File: config.mk
export PLATFORM = sky130hd
export DESIGN_NAME = sha1_wsched
export DESIGN_NICKNAME = d
export VERILOG_FILES = /design/src/rtl/sha1_ws_pkg.sv /design/src/rtl/sha1_ws_window.sv /design/src/rtl/sha1_ws_recur.sv /design/src/rtl/sha1_ws_ctrl.sv /design/src/rtl/sha1_wsched.sv
export SDC_FILE = /design/constraint.sdc
export NUM_CORES = 1
export LEC_CHECK = 0
export BUFFER_PORTS_ARGS = -buffer_cell sky130_fd_sc_hd__buf_2
export CAP_MARGIN = 10
export CORE_MARGIN = 4
export CORE_UTILIZATION = 56
export CTS_BUF_LIST = sky130_fd_sc_hd__clkbuf_16
export DETAILED_ROUTE_END_ITERATION = 7
export GPL_ROUTABILITY_DRIVEN = 0
export HOLD_SLACK_MARGIN = 0.03
export PLACE_DENSITY = 0.88
export SYNTH_ARGS = -nofsm -noshare
export SYNTH_HDL_FRONTEND = slang
export SYNTH_SLANG_ARGS = --single-unit
File: constraint.sdc
create_clock -name clk -period 1.5 [get_ports clk]
set_input_delay 0.3 -clock clk [delete_from_list [all_inputs] [get_ports clk]]
set_output_delay 0.3 -clock clk [all_outputs]
set_load 0.05 [all_outputs]
File: src/rtl/sha1_ws_pkg.sv
// Package: shared constants and types of the SHA-1 schedule generator.
// Assumes: the tap distances are those of the SHA-1 recurrence; the
// window depth equals the largest distance, so the window covers W[t..t+15].
package sha1_ws_pkg;

    // Distances back from the word being generated.
    localparam int TAP_NEAR  = 3;
    localparam int TAP_MID   = 8;
    localparam int TAP_FAR   = 14;
    localparam int TAP_OLD   = 16;

    // Window depth follows from the oldest tap.
    localparam int WIN_DEPTH = TAP_OLD;

    // Left-rotation applied to the XOR of the taps.
    localparam int ROT_LEFT  = 1;

    // Controller phases.
    typedef enum logic [1:0] {
        ST_IDLE = 2'd0,
        ST_FILL = 2'd1,
        ST_RUN  = 2'd2
    } ws_state_t;

endpackage

File: src/rtl/sha1_ws_window.sv
// Module: sha1_ws_window
// A DEPTH-entry shift register of words. Entry 0 is the oldest word
// (the one presented as the current round word). On shift_en, every
// entry takes the value of the one above it, and the top entry takes in_word.
// Assumes: DEPTH >= 2. Reset clears all entries to zero.
module sha1_ws_window #(
    parameter int WORD_W = 32,
    parameter int DEPTH  = 16
) (
    input  logic              clk,
    input  logic              rst_n,
    input  logic              shift_en,
    input  logic [WORD_W-1:0] in_word,
    output logic [WORD_W-1:0] win [DEPTH]
);

    localparam int TOP = DEPTH - 1;

    genvar gi;
    generate
        for (gi = 0; gi < DEPTH; gi++) begin : g_entry
            if (gi == TOP) begin : g_top
                // Top entry: captures the incoming word on each shift.
                always_ff @(posedge clk) begin
                    if (!rst_n) begin
                        win[gi] <= '0;
                    end else if (shift_en) begin
                        win[gi] <= in_word;
                    end
                end
            end else begin : g_body
                // Lower entry: takes the word of its upper neighbour on each shift.
                always_ff @(posedge clk) begin
                    if (!rst_n) begin
                        win[gi] <= '0;
                    end else if (shift_en) begin
                        win[gi] <= win[gi+1];
                    end
                end
            end
        end
    endgenerate

endmodule

File: src/rtl/sha1_ws_recur.sv
// Module: sha1_ws_recur
// Combinational recurrence. The window holds W[t..t+DEPTH-1] in entries
// 0..DEPTH-1. From it, this module forms W[t+DEPTH] as the XOR of the
// entries at each tap distance back from t+DEPTH, rotated left by ROT.
// Assumes: DEPTH equals the oldest tap distance, and 0 < ROT < WORD_W.
module sha1_ws_recur
    import sha1_ws_pkg::*;
#(
    parameter int WORD_W = 32,
    parameter int DEPTH  = WIN_DEPTH,
    parameter int ROT    = ROT_LEFT
) (
    input  logic [WORD_W-1:0] win [DEPTH],
    output logic [WORD_W-1:0] next_word
);

    // Window indices of the taps relative to the word being produced.
    localparam int IDX_NEAR = DEPTH - TAP_NEAR;
    localparam int IDX_MID  = DEPTH - TAP_MID;
    localparam int IDX_FAR  = DEPTH - TAP_FAR;
    localparam int IDX_OLD  = DEPTH - TAP_OLD;

    logic [WORD_W-1:0] mixed;

    // XOR of the four taps.
    always_comb begin
        mixed = win[IDX_NEAR] ^ win[IDX_MID] ^ win[IDX_FAR] ^ win[IDX_OLD];
    end

    // Circular left rotation by ROT bits.
    always_comb begin
        next_word = {mixed[WORD_W-ROT-1:0], mixed[WORD_W-1:WORD_W-ROT]};
    end

endmodule

File: src/rtl/sha1_ws_ctrl.sv
// Module: sha1_ws_ctrl
// Sequencer. It counts accepted block words during fill and the consumed
// round words during run. A load has priority over a step, and a load
// seen outside fill restarts the count at one. After DEPTH words it enters
// run at step 0. It leaves run after the step that consumes word NUM_STEPS-1.
// Assumes: DEPTH >= 2, NUM_STEPS >= 1.
module sha1_ws_ctrl
    import sha1_ws_pkg::*;
#(
    parameter int DEPTH     = WIN_DEPTH,
    parameter int NUM_STEPS = 80
) (
    input  logic clk,
    input  logic rst_n,
    input  logic load_valid,
    input  logic step,
    output logic shift_en,
    output logic sel_load,
    output logic run_valid
);

    localparam int LOAD_CW = $clog2(DEPTH);
    localparam int STEP_CW = (NUM_STEPS > 1) ? $clog2(NUM_STEPS) : 1;
    localparam logic [LOAD_CW-1:0] LOAD_LAST = LOAD_CW'(DEPTH - 1);
    localparam logic [STEP_CW-1:0] STEP_LAST = STEP_CW'(NUM_STEPS - 1);

    ws_state_t            state;
    logic [LOAD_CW-1:0]   load_cnt;
    logic [STEP_CW-1:0]   step_cnt;
    logic                 advance;

    // A step counts only in run and only without a competing load.
    always_comb begin
        advance = (state == ST_RUN) && step && !load_valid;
    end

    // Phase and counter update.
    always_ff @(posedge clk) begin
        if (!rst_n) begin
            state    <= ST_IDLE;
            load_cnt <= '0;
            step_cnt <= '0;
        end else if (load_valid) begin
            if (state != ST_FILL) begin
                state    <= ST_FILL;
                load_cnt <= LOAD_CW'(1);
            end else if (load_cnt == LOAD_LAST) begin
                state    <= ST_RUN;
                load_cnt <= '0;
                step_cnt <= '0;
            end else begin
                load_cnt <= load_cnt + LOAD_CW'(1);
            end
        end else if (advance) begin
            if (step_cnt == STEP_LAST) begin
                state    <= ST_IDLE;
                step_cnt <= '0;
            end else begin
                step_cnt <= step_cnt + STEP_CW'(1);
            end
        end
    end

    // Datapath controls and the output-valid flag.
    always_comb begin
        shift_en  = load_valid || advance;
        sel_load  = load_valid;
        run_valid = (state == ST_RUN);
    end

endmodule

File: src/rtl/sha1_wsched.sv
// Module: sha1_wsched (top)
// SHA-1 message schedule generator. Sixteen block words are loaded one
// per cycle. Then W0..W(NUM_STEPS-1) are presented, one per step strobe.
// The window holds W[t..t+15], with W[t] on the output.
// Assumes: block words are already in big-endian order. Requires
// WORD_W >= 2.
module sha1_wsched
    import sha1_ws_pkg::*;
#(
    parameter int WORD_W    = 32,
    parameter int NUM_STEPS = 80
) (
    input  logic              clk,
    input  logic              rst_n,
    input  logic              load_valid,
    input  logic [WORD_W-1:0] load_word,
    input  logic              step,
    output logic [WORD_W-1:0] w_out,
    output logic              w_valid
);

    localparam int DEPTH = WIN_DEPTH;

    logic              shift_en;
    logic              sel_load;
    logic [WORD_W-1:0] next_word;
    logic [WORD_W-1:0] in_word;
    logic [WORD_W-1:0] win [DEPTH];

    sha1_ws_ctrl #(
        .DEPTH     (DEPTH),
        .NUM_STEPS (NUM_STEPS)
    ) u_ctrl (
        .clk        (clk),
        .rst_n      (rst_n),
        .load_valid (load_valid),
        .step       (step),
        .shift_en   (shift_en),
        .sel_load   (sel_load),
        .run_valid  (w_valid)
    );

    sha1_ws_recur #(
        .WORD_W (WORD_W),
        .DEPTH  (DEPTH),
        .ROT    (ROT_LEFT)
    ) u_recur (
        .win       (win),
        .next_word (next_word)
    );

    // Top-of-window source: a block word while loading, else the recurrence.
    always_comb begin
        in_word = sel_load ? load_word : next_word;
    end

    sha1_ws_window #(
        .WORD_W (WORD_W),
        .DEPTH  (DEPTH)
    ) u_win (
        .clk      (clk),
        .rst_n    (rst_n),
        .shift_en (shift_en),
        .in_word  (in_word),
        .win      (win)
    );

    // The oldest window entry is the current round word.
    always_comb begin
        w_out = win[0];
    end

endmodule

* Word level (Yosys, flattened, before mapping)
Index checks and enable logic that the tools add are counted.
** Word-level totals
- Bits in registers :: 525
- Bits of input ports :: 36
- Logic and storage cells :: 52
** Cells by class
- Bitwise gates (word level) :: 3
- Reduce and logical (&&, ||, !) cells :: 8
- Muxes and demuxes :: 13
- Add/subtract/negate cells :: 2
- Equal/unequal tests :: 7
** Operators by type and width (count)
- 32-bit XOR :: 3
- 7-bit two-way mux :: 5
- 32-bit two-way mux :: 1
- 2-bit two-way mux :: 5
- 4-bit two-way mux :: 2
- 7-bit by 1-bit adder with 7-bit output (second input constant) :: 1
- 7-bit == test (second input constant) :: 1
- 3-bit AND reduction :: 2
- 4-bit by 1-bit adder with 4-bit output (second input constant) :: 1
- 4-bit == test (second input constant) :: 1
- 2-bit by 1-bit inequality test with 1-bit output (second input constant) :: 2
- 2-bit nonzero test :: 2
- 3-bit by 1-bit inequality test with 1-bit output (second input constant) :: 1
- 2-bit == test (second input constant) :: 1
- 1-bit logical AND :: 2
- 2-bit inequality test (second input constant) :: 1
- 1-bit zero test :: 1
- 1-bit logical OR :: 1

* Longest topological paths before layout
- Depth in word-level cells :: 5
- Mapped depth :: 8
- Gate-level depth less buffers :: 5

* Modules after synthesis
Synthesis repeated with hierarchy kept, for this count alone.
** Unflattened totals
- Cell total of the unflattened synthesis :: 1864
- Area, all modules :: 21921.0 um^2
** By module, submodules not included
- sha1_ws_window :: area each 19819.0 um^2, cells each 1650, instances 1
- sha1_ws_recur :: area each 840.8 um^2, cells each 96, instances 1
- sha1_ws_ctrl :: area each 716.9 um^2, cells each 82, instances 1
- sha1_wsched :: area each 544.3 um^2, cells each 36, instances 1

* Worst setup path before layout
No wires, ideal clock.
- Kind :: flip-flop to flip-flop
- Start point :: reg u_ctrl.state[0]
- End point :: reg u_win.win[384] in the netlist's numbering
- Clock period less this slack :: 1.529 ns
- Stages on the path, launching flop included :: 9
- Arrival :: 1.413 ns
- Path slack :: -0.029 ns
- Setup time :: 0.116 ns
- Required time :: 1.384 ns
- Cell sequence :: dfxtp_1 -> and3b_1 -> or2_1 -> buf_2 -> buf_6 -> buf_12 -> buf_6 -> nand2_2 -> a21boi_1
** Between the ends
- Word-level cells in the longest chain between the ends :: 4
** RTL lines
- start: declaration :: RTL line sha1_ws_ctrl.sv:27 : ws_state_t state;
- start signal: assignment :: RTL line sha1_ws_ctrl.sv:40 : state <= ST_IDLE;
- start signal: assignment :: RTL line sha1_ws_ctrl.sv:45 : state <= ST_FILL;
- start signal: assignment :: RTL line sha1_ws_ctrl.sv:48 : state <= ST_RUN;
- 2-bit == test :: RTL line sha1_ws_ctrl.sv:34 : advance = (state == ST_RUN) && step && !load_valid;
- 1-bit logical AND (2 in series) :: RTL line sha1_ws_ctrl.sv:34
- 1-bit logical OR :: RTL line sha1_ws_ctrl.sv:66 : shift_en = load_valid || advance;
- end signal: indexed assignment :: RTL line sha1_ws_window.sv:37 : win[gi] <= win[gi+1];
- end: declaration :: RTL line sha1_ws_window.sv:14 : output logic [WORD_W-1:0] win [DEPTH]
No other way between the ends.
A chain may end at the register's enable or synchronous reset.

* Worst setup path after layout
- Start point :: reg u_ctrl.state[0]
- End point :: reg u_win.win[212] in the netlist's numbering
Same word-level chain as after synthesis.

==> flow_summary.yaml <==
worst_setup_path:
  r2r_cells: 7
  reg2reg_from: "u_ctrl.state[0]"
  startpoint_type: "register"
  worst-path-max-fanout: 13
  worstPathRequired_ps: 1950
  rrSetupSlack_ps: -240
  critPathKind: "register to register"
  endpoint_kind: "register"
  worstReg2RegEnd: "u_win.win[212]"
  worstPathArrival_ps: 2190
cts:
  insertion_delay_ps: 570
  cts_max_path_buffers: 3
  htreeDepth: 2
  tritoncts: "built"
  clock_sinks: 525
  root_buffer: "clkbuf_16"
  path_clk_slew_ps: 60
  postCtsHoldBufs: 0
  numCtsBuffers: 49
timing:
  totalNegativeSetupSlack_ps: -17790
  period_needed_ps: 1740
  tightest_slew_ps: 478
  hold_viol: 0
  drv_slew: 0
  fmax_mhz: 575
  slew_headroom: 0.678
  rsz0062_at_grt: "true"
  post-route-period-util: 1.16
  setup_viol: 464
  setup_slack_ps: -239
  finalClockSkew_ps: 17.1
status:
  violations: "negative setup slack"
  status: "finished with violations"
routing:
  drcViolationCount: 0
  drt-pass1-iter-count: 6
  drt-total-wl_um: 49900
  routed.top_layer: "met4"
  ant_nets: 0
  drt-met1-wl_um: 20600
  vias: 16900
  avgViaCountPerCell: 5.60
  wl_met2_um: 25100
  drtIter0Drc: 1639
  wl_met3_um: 2800
  routedWlPerCell_um: 16.6
logic_synthesis:
  synthFlopType: "dfxtp_1"
  synth_top_area_share: 0.504
  async_reset_ff_frac: 0
  yosysSeqAreaShare: 0.504
  synth-edff-count: 0
  synth_top_area_cell: "dfxtp_1"
  avgSynthCellArea_um2: 8.46
  synth_cells: 2467
  ys.warnings.count: 0
  synth_area_leaders: "dfxtp_1 (50%), nand2_1 (17%), a21boi_0 (10%), a21boi_1 (7.2%), xnor2_1 (2.7%)"
  syn-num-nets: 2505
  synthDistinctLibCells: 40
  synth_area_um2: 20900
  ys_ff_latch: 525
pwr:
  leakage_nw: 8.51
  power_mw: 27.3
  power_density_nw_per_um2: 1120
  vdd_drop_max_mv: 0.828
die:
  die_w_um: 201
  die_y_um: 201
  rows: 70
  dieArea_um2: 40400
  boundaryPins: 69
  start_util: 0.569
  core_region_area_um2: 36700
global_routing:
  first_global_vias: 16000
  antenna_found_initial: 0
  gr-total-overflow: 0
  track_usage: 0.221
  grt_pass1_wl_um: 77200
  grt_start_max_net_pins: 87
run:
  cap_violations: 0
finish:
  drive_above_1_share: 0.129
  num-nets-final: 2541
  fillers: 2453
  layout_common_cells: "nand2_1 (952), dfxtp_1 (511), a21boi_1 (285)"
  antenna_cells: 0
  final_common_cell: "nand2_1"
  area_delta_synth_final_pct: 16.7
min_path:
  holdCritPathClass: "input port to register"
  holdPathStages: 3
  hp-start: "load_word[17]"
  whs_endpoint: "u_win.win[17]"
placed_design:
  hpwlAfterDp_um: 28500
  port_buffers: 68
[worst max path at each step]
stage | depth (start not counted) | startpoint | slack (ps) | to
4_1_cts | 6 | u_ctrl.state[0] | -100 | u_win.win[314]
3_5_place_dp | 7 | step | -160 | u_win.win[457]
2_1_floorplan | 8 | u_ctrl.state[0] | 10 | u_win.win[384]
3_3_place_gp | 7 | step | -70 | u_win.win[454]
5_1_grt | 7 | u_ctrl.state[0] | -310 | u_win.win[212]
6_report | 7 | u_ctrl.state[0] | -240 | u_win.win[212]
[area by class of cell]
type | instances | area [um^2] | share of cell area
repair buffers | 200 | 2420 | 0.0994
flip-flops and latches | 525 | 10500 | 0.432
clock inverters | 39 | 196 | 0.00807
clock buffers | 51 | 1280 | 0.0524
inverters | 1 | 3.75 | 0.000154
well taps | 468 | 586 | 0.0240
multi-input cells | 1726 | 9340 | 0.384
[synth_stat cells (all sizes together) (2+ instances only)]
cell / count
clkbuf: 86
a21boi: 484
xnor2: 64
nand3: 40
o21ai: 37
a21oi: 5
ha: 2
or3: 3
and3: 2
nor2b: 4
xor2: 33
o31ai: 32
nand3b: 3
nand2: 965
buf: 129
dfxtp: 525
nor2: 38
[layer usage]
layer  GRT usage  up-vias
met2       0.392      580
met1       0.277     8132
met3      0.0331      116
met4      0.0747        0
met5           0        -
li1            -     8038
[sequential cells by signal (all words and copies together), names as in the netlist]
register         flops
u_ctrl.state         2
u_ctrl.step_cnt      7
u_ctrl.load_cnt      4
u_win.win          512
[critical path, stage by stage (launching register included)]
cell and delay [ps]:
dfxtp_2 350, and3b_2 250, nor2_4 130, buf_8 150, buf_16 200, buf_4 180
nand2_1 90, a21boi_0 270
[per-stage QoR]
step / setup slack [ps] / hold slack (ps) / cells / utilization / cell area (um^2)
2_1_floorplan: 13.4 / 431 / 2467 / - / 20900
3_3_place_gp: -74.8 / 436 / 2894 / 0.596 / 21900
3_5_place_dp: -156 / 442 / 2894 / 0.596 / 21900
4_1_cts: -101 / 53.8 / 2992 / 0.648 / 23800
5_1_grt: -308 / 96.5 / 3010 / 0.664 / 24400
6_report: -239 / 68.7 / 3010 / 0.664 / 24400
[power by group]
group / internal (mW) / total, mW / leakage, nW / switching [mW]
registers: 14.0 / 14.1 / 4.24 / 0.0674
clock network: 6.30 / 11.5 / 0.774 / 5.22
logic: 0.776 / 1.72 / 3.49 / 0.940
total: 21.1 / 27.3 / 8.51 / 6.22
[cells by family after synthesis]
kind of cell	after synthesis	share of synthesized area
AOI/OAI and AO/OA	563	0.198
and+or+nand+nor	1064	0.199
xor gates and xnor gates	97	0.0407
adders and majority gates	2	0.00120
DFF	525	0.504
buffers and inverters	216	0.0582
[repair_timing]
item                       in CTS  in global routing
hold endpoints to repair        0                  0
gates resized for setup       120                115
pin swaps                       6                  5
gates cloned                    5                 12
buffers inserted                3                  7
setup endpoints to repair     494                535
(Power assumes the default switching activity.)
